--- src/rtl/rmw_pkg.sv ---
package rmw_pkg;

   typedef enum logic [2:0] {
      ST_IDLE,
      ST_RD_ISSUE,
      ST_RD_WAIT,
      ST_WR_ISSUE,
      ST_WR_WAIT
   } rmw_state_e;

   localparam logic [1:0] RESP_OKAY = 2'b00;

endpackage

--- src/rtl/rmw_rd_port.sv ---
module rmw_rd_port #(
   parameter int ADDR_W = 32,
   parameter int DATA_W = 32
) (
   input  logic              clk,
   input  logic              rst_n,
   input  logic              launch,
   input  logic [ADDR_W-1:0] addr,
   output logic [ADDR_W-1:0] m_araddr,
   output logic              m_arvalid,
   input  logic              m_arready,
   input  logic [DATA_W-1:0] m_rdata,
   input  logic [1:0]        m_rresp,
   input  logic              m_rvalid,
   output logic              m_rready,
   output logic              beat,
   output logic              beat_err,
   output logic [DATA_W-1:0] hold_data
);
   import rmw_pkg::*;

   always_ff @(posedge clk) begin
      if (!rst_n) begin
         m_arvalid <= 1'b0;
         m_araddr  <= '0;
         m_rready  <= 1'b0;
         hold_data <= '0;
      end else begin
         if (launch) begin
            m_arvalid <= 1'b1;
            m_araddr  <= addr;
         end else if (m_arvalid && m_arready) begin
            m_arvalid <= 1'b0;
            m_rready  <= 1'b1;
         end
         if (m_rready && m_rvalid) begin
            m_rready  <= 1'b0;
            hold_data <= m_rdata;
         end
      end
   end

   assign beat     = m_rready && m_rvalid;
   assign beat_err = beat && (m_rresp != RESP_OKAY);

endmodule

--- src/rtl/rmw_wr_port.sv ---
module rmw_wr_port #(
   parameter int ADDR_W = 32,
   parameter int DATA_W = 32
) (
   input  logic              clk,
   input  logic              rst_n,
   input  logic              launch,
   input  logic [ADDR_W-1:0] addr,
   input  logic [DATA_W-1:0] data,
   output logic [ADDR_W-1:0] m_awaddr,
   output logic              m_awvalid,
   input  logic              m_awready,
   output logic [DATA_W-1:0] m_wdata,
   output logic              m_wvalid,
   input  logic              m_wready,
   input  logic [1:0]        m_bresp,
   input  logic              m_bvalid,
   output logic              m_bready,
   output logic              complete,
   output logic              complete_err
);
   import rmw_pkg::*;

   logic aw_left;
   logic w_left;
   logic any_open;

   assign aw_left  = m_awvalid && !m_awready;
   assign w_left   = m_wvalid && !m_wready;
   assign any_open = m_awvalid || m_wvalid;

   always_ff @(posedge clk) begin
      if (!rst_n) begin
         m_awvalid <= 1'b0;
         m_wvalid  <= 1'b0;
         m_bready  <= 1'b0;
         m_awaddr  <= '0;
         m_wdata   <= '0;
      end else begin
         if (launch) begin
            m_awvalid <= 1'b1;
            m_wvalid  <= 1'b1;
            m_awaddr  <= addr;
            m_wdata   <= data;
         end else begin
            if (m_awvalid && m_awready) m_awvalid <= 1'b0;
            if (m_wvalid && m_wready)   m_wvalid  <= 1'b0;
            if (any_open && !aw_left && !w_left) m_bready <= 1'b1;
            else if (m_bready && m_bvalid)       m_bready <= 1'b0;
         end
      end
   end

   assign complete     = m_bready && m_bvalid;
   assign complete_err = complete && (m_bresp != RESP_OKAY);

endmodule

--- src/rtl/rmw_seq.sv ---
module rmw_seq #(
   parameter int                ADDR_W   = 32,
   parameter int                DATA_W   = 32,
   parameter int                COUNT    = 10,
   parameter logic [ADDR_W-1:0] SRC_BASE = 32'h4000_0000,
   parameter logic [ADDR_W-1:0] DST_BASE = 32'h4000_07CC,
   parameter logic [DATA_W-1:0] ADDEND   = 32'hABC0_0000
) (
   input  logic              clk,
   input  logic              rst_n,
   input  logic              start,
   input  logic              rd_beat,
   input  logic              rd_err,
   input  logic [DATA_W-1:0] rd_hold,
   input  logic              wr_done,
   input  logic              wr_err,
   output logic              rd_launch,
   output logic [ADDR_W-1:0] rd_addr,
   output logic              wr_launch,
   output logic [ADDR_W-1:0] wr_addr,
   output logic [DATA_W-1:0] wr_data,
   output logic              busy,
   output logic              done,
   output logic              error
);
   import rmw_pkg::*;

   localparam int IDX_W = (COUNT > 1) ? $clog2(COUNT) : 1;
   localparam logic [IDX_W-1:0] LAST_IDX = IDX_W'(COUNT - 1);

   rmw_state_e       state;
   logic [IDX_W-1:0] idx;
   logic             start_q;
   logic [ADDR_W-1:0] byte_off;

   assign byte_off = ADDR_W'({idx, 2'b00});

   always_ff @(posedge clk) begin
      if (!rst_n) begin
         state   <= ST_IDLE;
         idx     <= '0;
         start_q <= 1'b0;
         done    <= 1'b0;
         error   <= 1'b0;
      end else begin
         start_q <= start;
         case (state)
            ST_IDLE: begin
               if (start && !start_q) begin
                  state <= ST_RD_ISSUE;
                  idx   <= '0;
                  done  <= 1'b0;
                  error <= 1'b0;
               end
            end
            ST_RD_ISSUE: state <= ST_RD_WAIT;
            ST_RD_WAIT: begin
               if (rd_beat) begin
                  if (rd_err) begin
                     state <= ST_IDLE;
                     done  <= 1'b1;
                     error <= 1'b1;
                  end else begin
                     state <= ST_WR_ISSUE;
                  end
               end
            end
            ST_WR_ISSUE: state <= ST_WR_WAIT;
            ST_WR_WAIT: begin
               if (wr_done) begin
                  if (wr_err) begin
                     state <= ST_IDLE;
                     done  <= 1'b1;
                     error <= 1'b1;
                  end else if (idx == LAST_IDX) begin
                     state <= ST_IDLE;
                     done  <= 1'b1;
                  end else begin
                     idx   <= idx + 1'b1;
                     state <= ST_RD_ISSUE;
                  end
               end
            end
            default: state <= ST_IDLE;
         endcase
      end
   end

   assign busy      = (state != ST_IDLE);
   assign rd_launch = (state == ST_RD_ISSUE);
   assign wr_launch = (state == ST_WR_ISSUE);
   assign rd_addr   = SRC_BASE + byte_off;
   assign wr_addr   = DST_BASE + byte_off;

   generate
      if (ADDEND == '0) begin : g_pass
         assign wr_data = rd_hold;
      end else begin : g_add
         assign wr_data = rd_hold + ADDEND;
      end
   endgenerate

endmodule

--- src/rtl/rmw_copy_engine.sv ---
module rmw_copy_engine #(
   parameter int                ADDR_W     = 32,
   parameter int                DATA_W     = 32,
   parameter int                COUNT      = 10,
   parameter logic [ADDR_W-1:0] SRC_BASE   = 32'h4000_0000,
   parameter logic [ADDR_W-1:0] DST_OFFSET = 32'h0000_07CC,
   parameter logic [DATA_W-1:0] ADDEND     = 32'hABC0_0000
) (
   input  logic                clk,
   input  logic                rst_n,
   input  logic                start,
   output logic                busy,
   output logic                done,
   output logic                error,
   output logic [ADDR_W-1:0]   m_awaddr,
   output logic [2:0]          m_awprot,
   output logic                m_awvalid,
   input  logic                m_awready,
   output logic [DATA_W-1:0]   m_wdata,
   output logic [DATA_W/8-1:0] m_wstrb,
   output logic                m_wvalid,
   input  logic                m_wready,
   input  logic [1:0]          m_bresp,
   input  logic                m_bvalid,
   output logic                m_bready,
   output logic [ADDR_W-1:0]   m_araddr,
   output logic [2:0]          m_arprot,
   output logic                m_arvalid,
   input  logic                m_arready,
   input  logic [DATA_W-1:0]   m_rdata,
   input  logic [1:0]          m_rresp,
   input  logic                m_rvalid,
   output logic                m_rready
);

   localparam logic [ADDR_W-1:0] DST_BASE  = SRC_BASE + DST_OFFSET;
   localparam logic [ADDR_W-1:0] SPAN_B    = ADDR_W'(4 * COUNT);

   initial begin
      data_w_chk: assert (DATA_W == 32)
         else $error("DATA_W must be 32");
      count_chk: assert (COUNT >= 1)
         else $error("COUNT must be at least 1");
      align_chk: assert (SRC_BASE[1:0] == 2'b00 && DST_OFFSET[1:0] == 2'b00)
         else $error("bases must be word aligned");
      overlap_chk: assert (DST_OFFSET >= SPAN_B)
         else $error("destination region overlaps source region");
   end

   logic              rd_launch;
   logic [ADDR_W-1:0] rd_addr;
   logic              rd_beat;
   logic              rd_err;
   logic [DATA_W-1:0] rd_hold;
   logic              wr_launch;
   logic [ADDR_W-1:0] wr_addr;
   logic [DATA_W-1:0] wr_data;
   logic              wr_done;
   logic              wr_err;

   assign m_awprot = 3'b000;
   assign m_arprot = 3'b000;
   assign m_wstrb  = '1;

   rmw_seq #(
      .ADDR_W   (ADDR_W),
      .DATA_W   (DATA_W),
      .COUNT    (COUNT),
      .SRC_BASE (SRC_BASE),
      .DST_BASE (DST_BASE),
      .ADDEND   (ADDEND)
   ) u_seq (
      .clk       (clk),
      .rst_n     (rst_n),
      .start     (start),
      .rd_beat   (rd_beat),
      .rd_err    (rd_err),
      .rd_hold   (rd_hold),
      .wr_done   (wr_done),
      .wr_err    (wr_err),
      .rd_launch (rd_launch),
      .rd_addr   (rd_addr),
      .wr_launch (wr_launch),
      .wr_addr   (wr_addr),
      .wr_data   (wr_data),
      .busy      (busy),
      .done      (done),
      .error     (error)
   );

   rmw_rd_port #(
      .ADDR_W (ADDR_W),
      .DATA_W (DATA_W)
   ) u_rd (
      .clk       (clk),
      .rst_n     (rst_n),
      .launch    (rd_launch),
      .addr      (rd_addr),
      .m_araddr  (m_araddr),
      .m_arvalid (m_arvalid),
      .m_arready (m_arready),
      .m_rdata   (m_rdata),
      .m_rresp   (m_rresp),
      .m_rvalid  (m_rvalid),
      .m_rready  (m_rready),
      .beat      (rd_beat),
      .beat_err  (rd_err),
      .hold_data (rd_hold)
   );

   rmw_wr_port #(
      .ADDR_W (ADDR_W),
      .DATA_W (DATA_W)
   ) u_wr (
      .clk          (clk),
      .rst_n        (rst_n),
      .launch       (wr_launch),
      .addr         (wr_addr),
      .data         (wr_data),
      .m_awaddr     (m_awaddr),
      .m_awvalid    (m_awvalid),
      .m_awready    (m_awready),
      .m_wdata      (m_wdata),
      .m_wvalid     (m_wvalid),
      .m_wready     (m_wready),
      .m_bresp      (m_bresp),
      .m_bvalid     (m_bvalid),
      .m_bready     (m_bready),
      .complete     (wr_done),
      .complete_err (wr_err)
   );

endmodule

--- config.mk ---
export PLATFORM = sky130hd
export DESIGN_NAME = rmw_copy_engine
export DESIGN_NICKNAME = d
export VERILOG_FILES = /design/src/rtl/rmw_pkg.sv /design/src/rtl/rmw_rd_port.sv /design/src/rtl/rmw_wr_port.sv /design/src/rtl/rmw_seq.sv /design/src/rtl/rmw_copy_engine.sv
export SDC_FILE = /design/constraint.sdc
export NUM_CORES = 1
export LEC_CHECK = 0
export BUFFER_PORTS_ARGS = -buffer_cell sky130_fd_sc_hd__buf_2
export CAP_MARGIN = 20
export CORE_MARGIN = 4
export CORE_UTILIZATION = 44
export CTS_CLUSTER_DIAMETER = 150
export DETAILED_ROUTE_END_ITERATION = 10
export GPL_TIMING_DRIVEN = 0
export MAX_ROUTING_LAYER = met4
export PLACE_DENSITY = 0.76
export SLEW_MARGIN = 0
export SYNTH_ARGS = -nofsm -noshare
export SYNTH_HDL_FRONTEND = slang
export SYNTH_SLANG_ARGS = --single-unit
--- constraint.sdc ---
create_clock -name clk -period 1.4 [get_ports clk]
set_input_delay 0.42 -clock clk [delete_from_list [all_inputs] [get_ports clk]]
set_output_delay 0.42 -clock clk [all_outputs]
set_load 0.02 [all_outputs]
# After elaboration in Yosys (flattened, before gate mapping)
# Cells that the tools add are included.
# totals
regBits	143
input_bits	44
elab_cells	99
out_inout_bits	114
# classes
reduce_logical	35
n_eq_ne	13
muxes	30
bitwise	3
n_addsub	4
# ops
op	n
$add A31 B6 Y32 const A	2
$add A32 B32 Y32 const B	1
$mux W1	17
$mux W4	4
$pmux W3 S5	1
$reduce_bool A2 Y1	7
$logic_and A1 B1 Y1	12
$mux W3	4
$reduce_and A6 Y1	2
$ne A2 B1 Y1 const B	4
$pmux W4 S2	1
$eq A3 B2 Y1 const B	2
$ne A2 B2 Y1 const B	3
$pmux W1 S3	2
$reduce_bool A3 Y1	2
$logic_not A1 Y1	5
$reduce_and A5 Y1	1
$add A4 B1 Y4 const B	1
$eq A4 B4 Y1 const B	1
$reduce_and A2 Y1	2
$eq A3 B1 Y1 const B	1
$eq A3 B3 Y1 const B	1
$logic_not A3 Y1	1
$ne A3 B1 Y1 const B	1
5 further kinds	7

# Longest topological paths before layout
# Gate-level depths: netlist of run 1.
# depth
ltp_word	7
mapped_depth	6
depth_no_buf	6

# Modules after synthesis
# Synthesis of run 1 repeated with hierarchy kept, for this count alone.
# unflattened
cells_unflattened	664
hier_area_um2	6730.2
# by_module_without_submodules
module	n_inst	area_per_inst_um2	seq_area_each_um2	cells_per_inst
rmw_rd_port	1	2753.9	1321.3	258
rmw_wr_port	1	2558.7	1341.3	220
rmw_seq	1	1335.0	200.2	174
rmw_copy_engine	1	82.6	0.0	12

# Worst setup path after synthesis of run 1
# No wires, ideal clock.
# synth_path
path_type	register to register
startpoint	reg u_seq.state[0]
endpoint	reg u_seq.done
period_less_slack_ns	1.495
path_buffers	1
t_required_ns	1.283
setup_ns	0.117
setup_slack_ns	-0.095
stages_incl_launch_ff	5
arrival_ns	1.378
cell_sequence	dfxtp_1 -> buf_4 -> or3_1 -> nand2b_4 -> a32o_1
# synth_via
elab_chain_len	3
word_cells_on_any_way	11
classes_between	eq/ne: 7; mux: 1; reduce/logical: 3
# synth_rtl
element	line	source
start, declared	rmw_seq.sv:31	rmw_state_e state;
start signal, assigned	rmw_seq.sv:40	state <= ST_IDLE;
start signal, assigned	rmw_seq.sv:50	state <= ST_RD_ISSUE;
start signal, assigned	rmw_seq.sv:56	ST_RD_ISSUE: state <= ST_RD_WAIT;
$eq A3 B3 Y1, or another cell as far along	rmw_seq.sv:47	case (state)
$ne A3 B1 Y1 (no source line), or another cell as far along	--	
$reduce_and A6 Y1 (no source line)	--	
end signal, assigned	rmw_seq.sv:43	done <= 1'b0;
end signal, assigned	rmw_seq.sv:52	done <= 1'b0;
end signal, assigned	rmw_seq.sv:61	done <= 1'b1;
end, declared	rmw_seq.sv:23	output logic done,
# Parallel ways exist; a longest one is shown, timed or not.
# A chain may end at the register's enable or synchronous reset.

# Final worst setup path of run 1
# layout_path
startpoint	reg u_seq.state[2]
endpoint	out busy
# layout_via
elab_chain_len	1
# layout_rtl
element	line	source
$reduce_bool A3 Y1	rmw_seq.sv:89	assign busy = (state != ST_IDLE);
end, declared	rmw_copy_engine.sv:12	output logic busy,
# No other way between the ends.

==> key figures, run 1 <==
Die
  – Chip Height: 105 µm
  – Die Area: 11,000 µm²
  – Ports: about 160
  – Core Area: 9200 µm²
  – Die W: 105 µm
  – Row Count: 35
  – Initial core utilization: 44.8%

STA
  – Worst slew margin: 61.0%
  – Final Cycle Share: 125%
  – Final hold vios: 0
  – Max-slew violations: 0
  – Worst-Margin Slew: 0.580 ns
  – Final setup TNS: -5.07 ns
  – Time the worst path needs with I/O delays and setup: 1.74 ns
  – Unrepaired setup endpoints after global routing: yes
  – Final Worst Setup Slack: -0.343 ns
  – Post-route clock skew: 0.00848 ns
  – Max Fclk: roughly 0.57 GHz
  – Final setup fails: 34

Logic synthesis
  – Post-Syn Area: 4120 µm²
  – Post-synth cell types: 49
  – Main synth FF type: dfxtp_1
  – FF+latch count, synth: 93
  – Ys async rst share: 0%
  – Post-synth EDFFs: 0
  – Seq/Total Area, Yosys: between 40% and 50%
  – Yosys warns: 0
  – Post-synthesis instance total: approximately 500
  – Avg Cell Area, Syn: just over 8 µm²

Min path
  – Hold Path End: u_rd.hold_data[19]$_SDFFE_PN0N_
  – Hold Crit Start: m_rdata[19]
  – Hold depth: 3
  – Worst min path class: primary input to flip-flop

Global route
  – Tot GR Track Use: between 10% and 20%
  – Initial antenna violation count: 0
  – Pin count of the biggest net entering global routing: 16
  – Remaining global-route overflow: 0
  – Vias in the first global route: 3,435
  – First-pass GRT wire length: 16,500 µm

Setup path
  – CP endpoint kind: output pin
  – Worst-path fanout max: 2
  – Worst Setup Start Kind: flip-flop
  – CP Class: flip-flop to output pin
  – CP startpoint: u_seq.state[2]$_SDFFE_PN0P_
  – RR Endpoint: u_wr.m_wdata[31]$_SDFFE_PN0P_
  – Startpoint of the worst register-to-register path: u_seq.state[2]$_SDFFE_PN0P_
  – Flop2flop setup slack: -0.19 ns
  – Worst EP required: 0.98 ns
  – R2r worst-path depth: 6
  – Crit path DAT: 1.32 ns

Run
  – Maxcap violations: 0

Layout
  – Final core utilization: approximately 58%
  – Area added between synthesis and finish: 29.5%
  – # diodes: 0
  – Share of cells above drive strength 1: 32.8%
  – Final net count: 724
  – Final Cell Area: 5340 µm²
  – Fill cells: about 870

Pwr
  – Clock Power Share: a little over a quarter
  – Static Leak: 2.40 nW
  – Fraction of power consumed by sequential logic: 47.7%
  – Sw Share: between 30% and 40%
  – VDD IR max: 527 µV
  – Logic pwr share: 25.4%
  – Int Power: ~4.1 mW
  – Pwr Density: 1130 nW/µm²
  – P_sw: 1.89 mW

Routing
  – Total routed wirelength: 10,600 µm
  – Post-DRT Antenna Nets: 0
  – DRT Pass-1 Iters: 5
  – DR top layer: met4
  – Met3 WL: a little under 700 µm
  – Vias: ~3,700
  – Met2 wire len: 5160 µm
  – DR DRC count: 0
  – M1 wire length: 4550 µm
  – Avg WL per Cell: between 10 and 15 µm
  – Routed vias/inst: 4.68
  – Initial DRC Count: 170

CTS
  – Clk root buf: clkbuf_8
  – CTS tree: built
  – # clock sinks: 93
  – Worst-Skew Late Latency: 0.36 ns
  – Clk slew on worst S/H paths: 0.09 ns
  – Inserted Clock Buffers: 9
  – H-tree level count: 3
  – Max Buffers Root-to-Sink: 2

Run status
  – Failing checks: setup timing
  – Status: finished with violations

Placement
  – Placer congestion estimate: approximately 0.84
  – Placed cell area: around 5000 µm²
  – DP HPWL: 7910 µm
  – IO buf count: 99
==> registers in the layout, summed over array words and instances, names as in the netlist <==
signal          flops
u_seq.error         1
u_rd.hold_data     32
u_wr.m_awvalid      1
u_rd.m_araddr       5
u_wr.m_wvalid       1
u_wr.m_awaddr       9
u_wr.m_wdata       32
u_wr.m_bready       1
u_seq.state         3
u_seq.done          1
u_seq.idx           4
u_rd.m_rready       1
u_seq.start_q       1
u_rd.m_arvalid      1
==> layout by cell type (no fill, tap or decap), drive strengths merged, types with 3 or more instances in the layout <==
cell / Yosys / layout
buf: 66 / 173
nand2: 125 / 125
dfxtp: 93 / 93
a21oi: 65 / 65
conb: 2 / 58
clkbuf: 24 / 33
nor2: 20 / 20
nand3: 9 / 9
inv: 8 / 9
o21ai: 9 / 9
nand2b: 7 / 7
a211oi: 6 / 6
nand4: 5 / 5
ha: 5 / 5
mux2i: 4 / 4
nand4b: 4 / 4
xnor2: 4 / 4
and2: 4 / 4
nand3b: 4 / 4
a31oi: 3 / 3
o211ai: 3 / 3
nor3b: 3 / 3
nor3: 3 / 3
clkinv: 0 / 3
==> worst max-delay path by stage <==
stage	endpoint	slack, ns	depth (start not counted)
after global placement	u_wr.m_wdata[1]$_SDFFE_PN0P_	-0.31	5
final	busy	-0.34	3
after detailed placement	u_wr.m_wdata[0]$_SDFFE_PN0P_	-0.33	5
after global routing	busy	-0.37	3
after floorplan	u_seq.done$_SDFFE_PN0P_	-0.0006	4
after CTS	busy	-0.35	3
==> logic make-up (layout without fill, tap and decap cells) <==
family	after synthesis	in the layout	synth area share, %
AND/OR/NAND/NOR	195	195	22.0
AO/OA/AOI/OAI	100	100	14.3
buffers and inverters	98	219	14.6
flip-flops	93	93	45.2
XOR/XNOR	6	6	1.28
adder cells (fa/ha/maj)	5	5	1.52
multiplexers	4	4	0.972
other	2	58	0.182
==> area by class of cell <==
| class | instances | area [µm²] | area share [%] |
|---|---|---|---|
| repair buffers | 108 | 586 | 11.0 |
| multi-input cells | 368 | 1920 | 36.0 |
| inverters | 8 | 30.0 | 0.563 |
| clock inverters | 5 | 35.0 | 0.656 |
| well taps | 111 | 139 | 2.60 |
| plain buffers | 87 | 613 | 11.5 |
| clock buffers | 11 | 141 | 2.65 |
| flip-flops and latches | 93 | 1870 | 35.1 |
==> cell usage after synthesis, types with 4 or more instances <==
master | n | area, µm²
and2_1 | 4 | 25.0
dfxtp_1 | 93 | 1860
inv_1 | 7 | 26.3
nor2_1 | 20 | 75.1
buf_4 | 61 | 458
xnor2_1 | 4 | 35.0
a21oi_1 | 65 | 325
buf_2 | 5 | 25.0
nand4_1 | 5 | 31.3
nand4b_1 | 4 | 35.0
a211oi_1 | 6 | 45.0
nand3_1 | 9 | 45.0
mux2i_1 | 4 | 40.0
ha_1 | 5 | 62.6
clkbuf_1 | 24 | 90.1
nand2b_1 | 6 | 37.5
nand2_1 | 125 | 469
o21ai_0 | 9 | 45.0
==> metal layers <==
layer	track usage, %	up-vias
met1	22.6	1652
met3	3.40	19
li1	-	1901
met2	31.9	131
met4	7.50	0
met5	-	-
==> power groups by stage <==
stage	clock [mW]	sequential (mW)	combinational, mW
floorplan	0	3.01	0.866
global placement	0	2.93	1.24
detailed placement	0	2.94	1.27
CTS	1.66	2.87	1.40
global route	1.75	2.89	1.64
finish	1.62	2.87	1.53
==> per-stage QoR <==
step	setup WS [ns]	power (mW)	std cells	hold slack (ns)
6_report	-0.343	6.03	791	0.292
2_1_floorplan	-0.000553	3.87	559	0.432
4_1_cts	-0.350	5.93	789	0.270
3_5_place_dp	-0.329	4.21	769	0.444
3_3_place_gp	-0.306	4.17	769	0.437
5_1_grt	-0.367	6.29	791	0.288
==> timing repair <==
item / 4_1_cts / 5_1_grt
cloned: 0 / 0
resized for setup: 33 / 14
pin swaps: 2 / 1
setup buffers: 6 / 3
hold buffers: 0 / 0
setup endpoints to repair: 84 / 53
==> worst max-delay path, stage by stage, from the launching register on <==
cell and delay, ns:
dfxtp_2 0.33, buf_6 0.11, or3_4 0.38, buf_6 0.14
Note: power is estimated with default switching activity, not from simulation.
==> inputs of run 2 (changes only) <==
CELL_PAD_IN_SITES_DETAIL_PLACEMENT = 0   (was default)
CELL_PAD_IN_SITES_GLOBAL_PLACEMENT = 1   (was default)
CORE_UTILIZATION = 31   (was 44)
PLACE_DENSITY = default   (was 0.76)
PLACE_DENSITY_LB_ADDON = 0.1   (was default)
==> run 2 against run 1 <==
  * The run still ends with setup timing left
  * Worst hold slack improved by 0.0076 ns
  * Power rose by 8.5%
  * Clock-buffer cell count down 1
  * Clock skew down 0.0041 ns
  * Register-to-register slack about the same
  * Global-route usage decreased by 3.1 points
  * Sequential share of layout area fell by 1.3 points
  * Critical endpoint unchanged
  * Largest cell class unchanged
==> key figures, run 2 (synthesis gave the netlist of run 1 again) <==
Routing
  – Vias: 3,658
  – Total routed wirelength: 11,500 µm
  – DR DRC count: 0
  – DRT Pass-1 Iters: 4
  – Routed vias/inst: 4.28
  – Initial DRC Count: 145
  – Post-DRT Antenna Nets: 0
  – Avg WL per Cell: 13.5 µm

STA
  – Max Fclk: 0.581 GHz
  – Unrepaired setup endpoints after global routing: yes
  – Time the worst path needs with I/O delays and setup: between 1.5 and 2 ns
  – Final hold vios: 0
  – Post-route clock skew: 0.00442 ns
  – Max-slew violations: 0
  – Final setup fails: 8
  – Final Worst Setup Slack: -0.322 ns
  – Worst slew margin: between 60% and 70%
  – Worst-Margin Slew: about 0.59 ns
  – Final setup TNS: -1.03 ns
  – Final Cycle Share: 123%

Global route
  – Tot GR Track Use: 15.9%
  – Pin count of the biggest net entering global routing: 15
  – Remaining global-route overflow: 0
  – Vias in the first global route: 3,396
  – First-pass GRT wire length: 17,700 µm
  – Initial antenna violation count: 0

Setup path
  – CP Class: flip-flop to output pin
  – Flop2flop setup slack: -0.18 ns
  – RR Endpoint: u_rd.m_rready$_SDFFE_PP0P_
  – Crit path DAT: 1.30 ns
  – R2r worst-path depth: 6
  – Startpoint of the worst register-to-register path: u_seq.state[2]$_SDFFE_PN0P_
  – CP endpoint kind: output pin
  – Worst EP required: about 1 ns
  – Worst-path fanout max: 10
  – Worst Setup Start Kind: flip-flop

Die
  – Die W: 123 µm
  – Chip Height: 123 µm
  – Ports: around 160
  – Core Area: approximately 13,000 µm²
  – Row Count: 41
  – Die Area: about 15,000 µm²
  – Initial core utilization: 32.1%

CTS
  – Inserted Clock Buffers: 9
  – Clk slew on worst S/H paths: 0.06 ns
  – CTS tree: built
  – Worst-Skew Late Latency: 0.34 ns
  – H-tree level count: 3
  – Clk root buf: clkbuf_16
  – # clock sinks: between 90 and 100
  – Max Buffers Root-to-Sink: 2

Placement
  – Placer congestion estimate: between 0.8 and 0.9
  – IO buf count: 99
  – Pre-CTS setup slack: -0.502 ns
  – DP HPWL: between 8000 and 9000 µm

Run status
  – Status: finished with violations
  – Failing checks: setup timing

Layout
  – Area added between synthesis and finish: 34.9%
  – # diodes: 0
  – Share of cells above drive strength 1: between 30% and 40%
  – Regs by FF count: u_rd.hold_data: 32 flops, u_wr.m_wdata: 32 flops, u_wr.m_awaddr: 9 flops
  – Final net count: 726
  – Most frequent cells in the layout: nand2_1, buf_2, dfxtp_1
  – Most common cell after layout, fill and taps aside: nand2_1

Pwr
  – VDD IR max: 647 µV
  – Pwr Density: around 1200 nW/µm²
  – Static Leak: 2.51 nW

Min path
  – Hold depth: 2
  – Hold Crit Start: start
  – Hold Path End: u_seq.start_q$_SDFF_PN0_
  – Worst min path class: primary input to flip-flop

Run
  – Maxcap violations: 0
-- run 2: cell count changes in the layout (fill, tap and decap cells not counted), sizes merged --
cell,delta
buf,+3
clkinv,+3
clkbuf,-2
clkinvlp,-1
inv,-1
-- run 2: cell type report --
type,count,area [µm²]
Clock buffer,10,229
Tap cell,172,215
Fill cell,1321,7260
Buffer,87,617
Clock inverter,6,30.0
Inverter,8,30.0
Multi-Input combinational cell,368,1960
Timing Repair Buffer,110,597
Sequential cell,93,1880
-- run 2: routing by layer --
metal  track usage [%]  part of all wire (%)
met5                 -                     0
met3              2.52                   5.8
met2              25.5                    48
met1              19.9                    44
met4              7.13                   1.6
-- run 2: metrics by stage --
| stage | power (mW) | hold WS (ns) | instances | util, % | instance area (µm²) |
|---|---|---|---|---|---|
| floorplan | 3.87 | 0.432 | 559 | - | 4340 |
| global placement | 4.22 | 0.440 | 830 | 39.4 | 5050 |
| detailed placement | 4.23 | 0.445 | 830 | 39.4 | 5050 |
| CTS | 6.59 | 0.287 | 851 | 42.4 | 5440 |
| global route | 6.89 | 0.304 | 854 | 43.4 | 5560 |
| finish | 6.55 | 0.299 | 854 | 43.4 | 5560 |
-- run 2: worst max path at each step --
| stage | end | slack [ns] | start |
|---|---|---|---|
| finish | busy | -0.32 | u_seq.state[0]$_SDFFE_PN0P_ |
| global route | busy | -0.36 | u_seq.state[0]$_SDFFE_PN0P_ |
| CTS | busy | -0.35 | u_seq.state[1]$_SDFFE_PN0P_ |
| detailed placement | u_wr.m_wdata[3]$_SDFFE_PN0P_ | -0.50 | rst_n |
| global placement | u_wr.m_wdata[1]$_SDFFE_PN0P_ | -0.46 | rst_n |
| floorplan | u_seq.done$_SDFFE_PN0P_ | -0.0006 | u_seq.state[0]$_SDFFE_PN0P_ |
-- run 2: power breakdown --
group	switching, mW	internal (mW)
registers	0.102	2.78
logic	0.838	0.633
clock network	1.00	1.18
total	1.94	4.60
-- run 2: worst max-delay path, stage by stage, from the launching register on --
cell	delay, ns
dfxtp_4	0.34
buf_6	0.13
or3_4	0.34
buf_6	0.14
-- run 2: timing repair --
item,4_1_cts,5_1_grt
gates cloned,0,1
setup endpoints to repair,83,45
buffers inserted,8,2
hold buffers,0,0
resized for setup,35,37
pin swaps,2,2
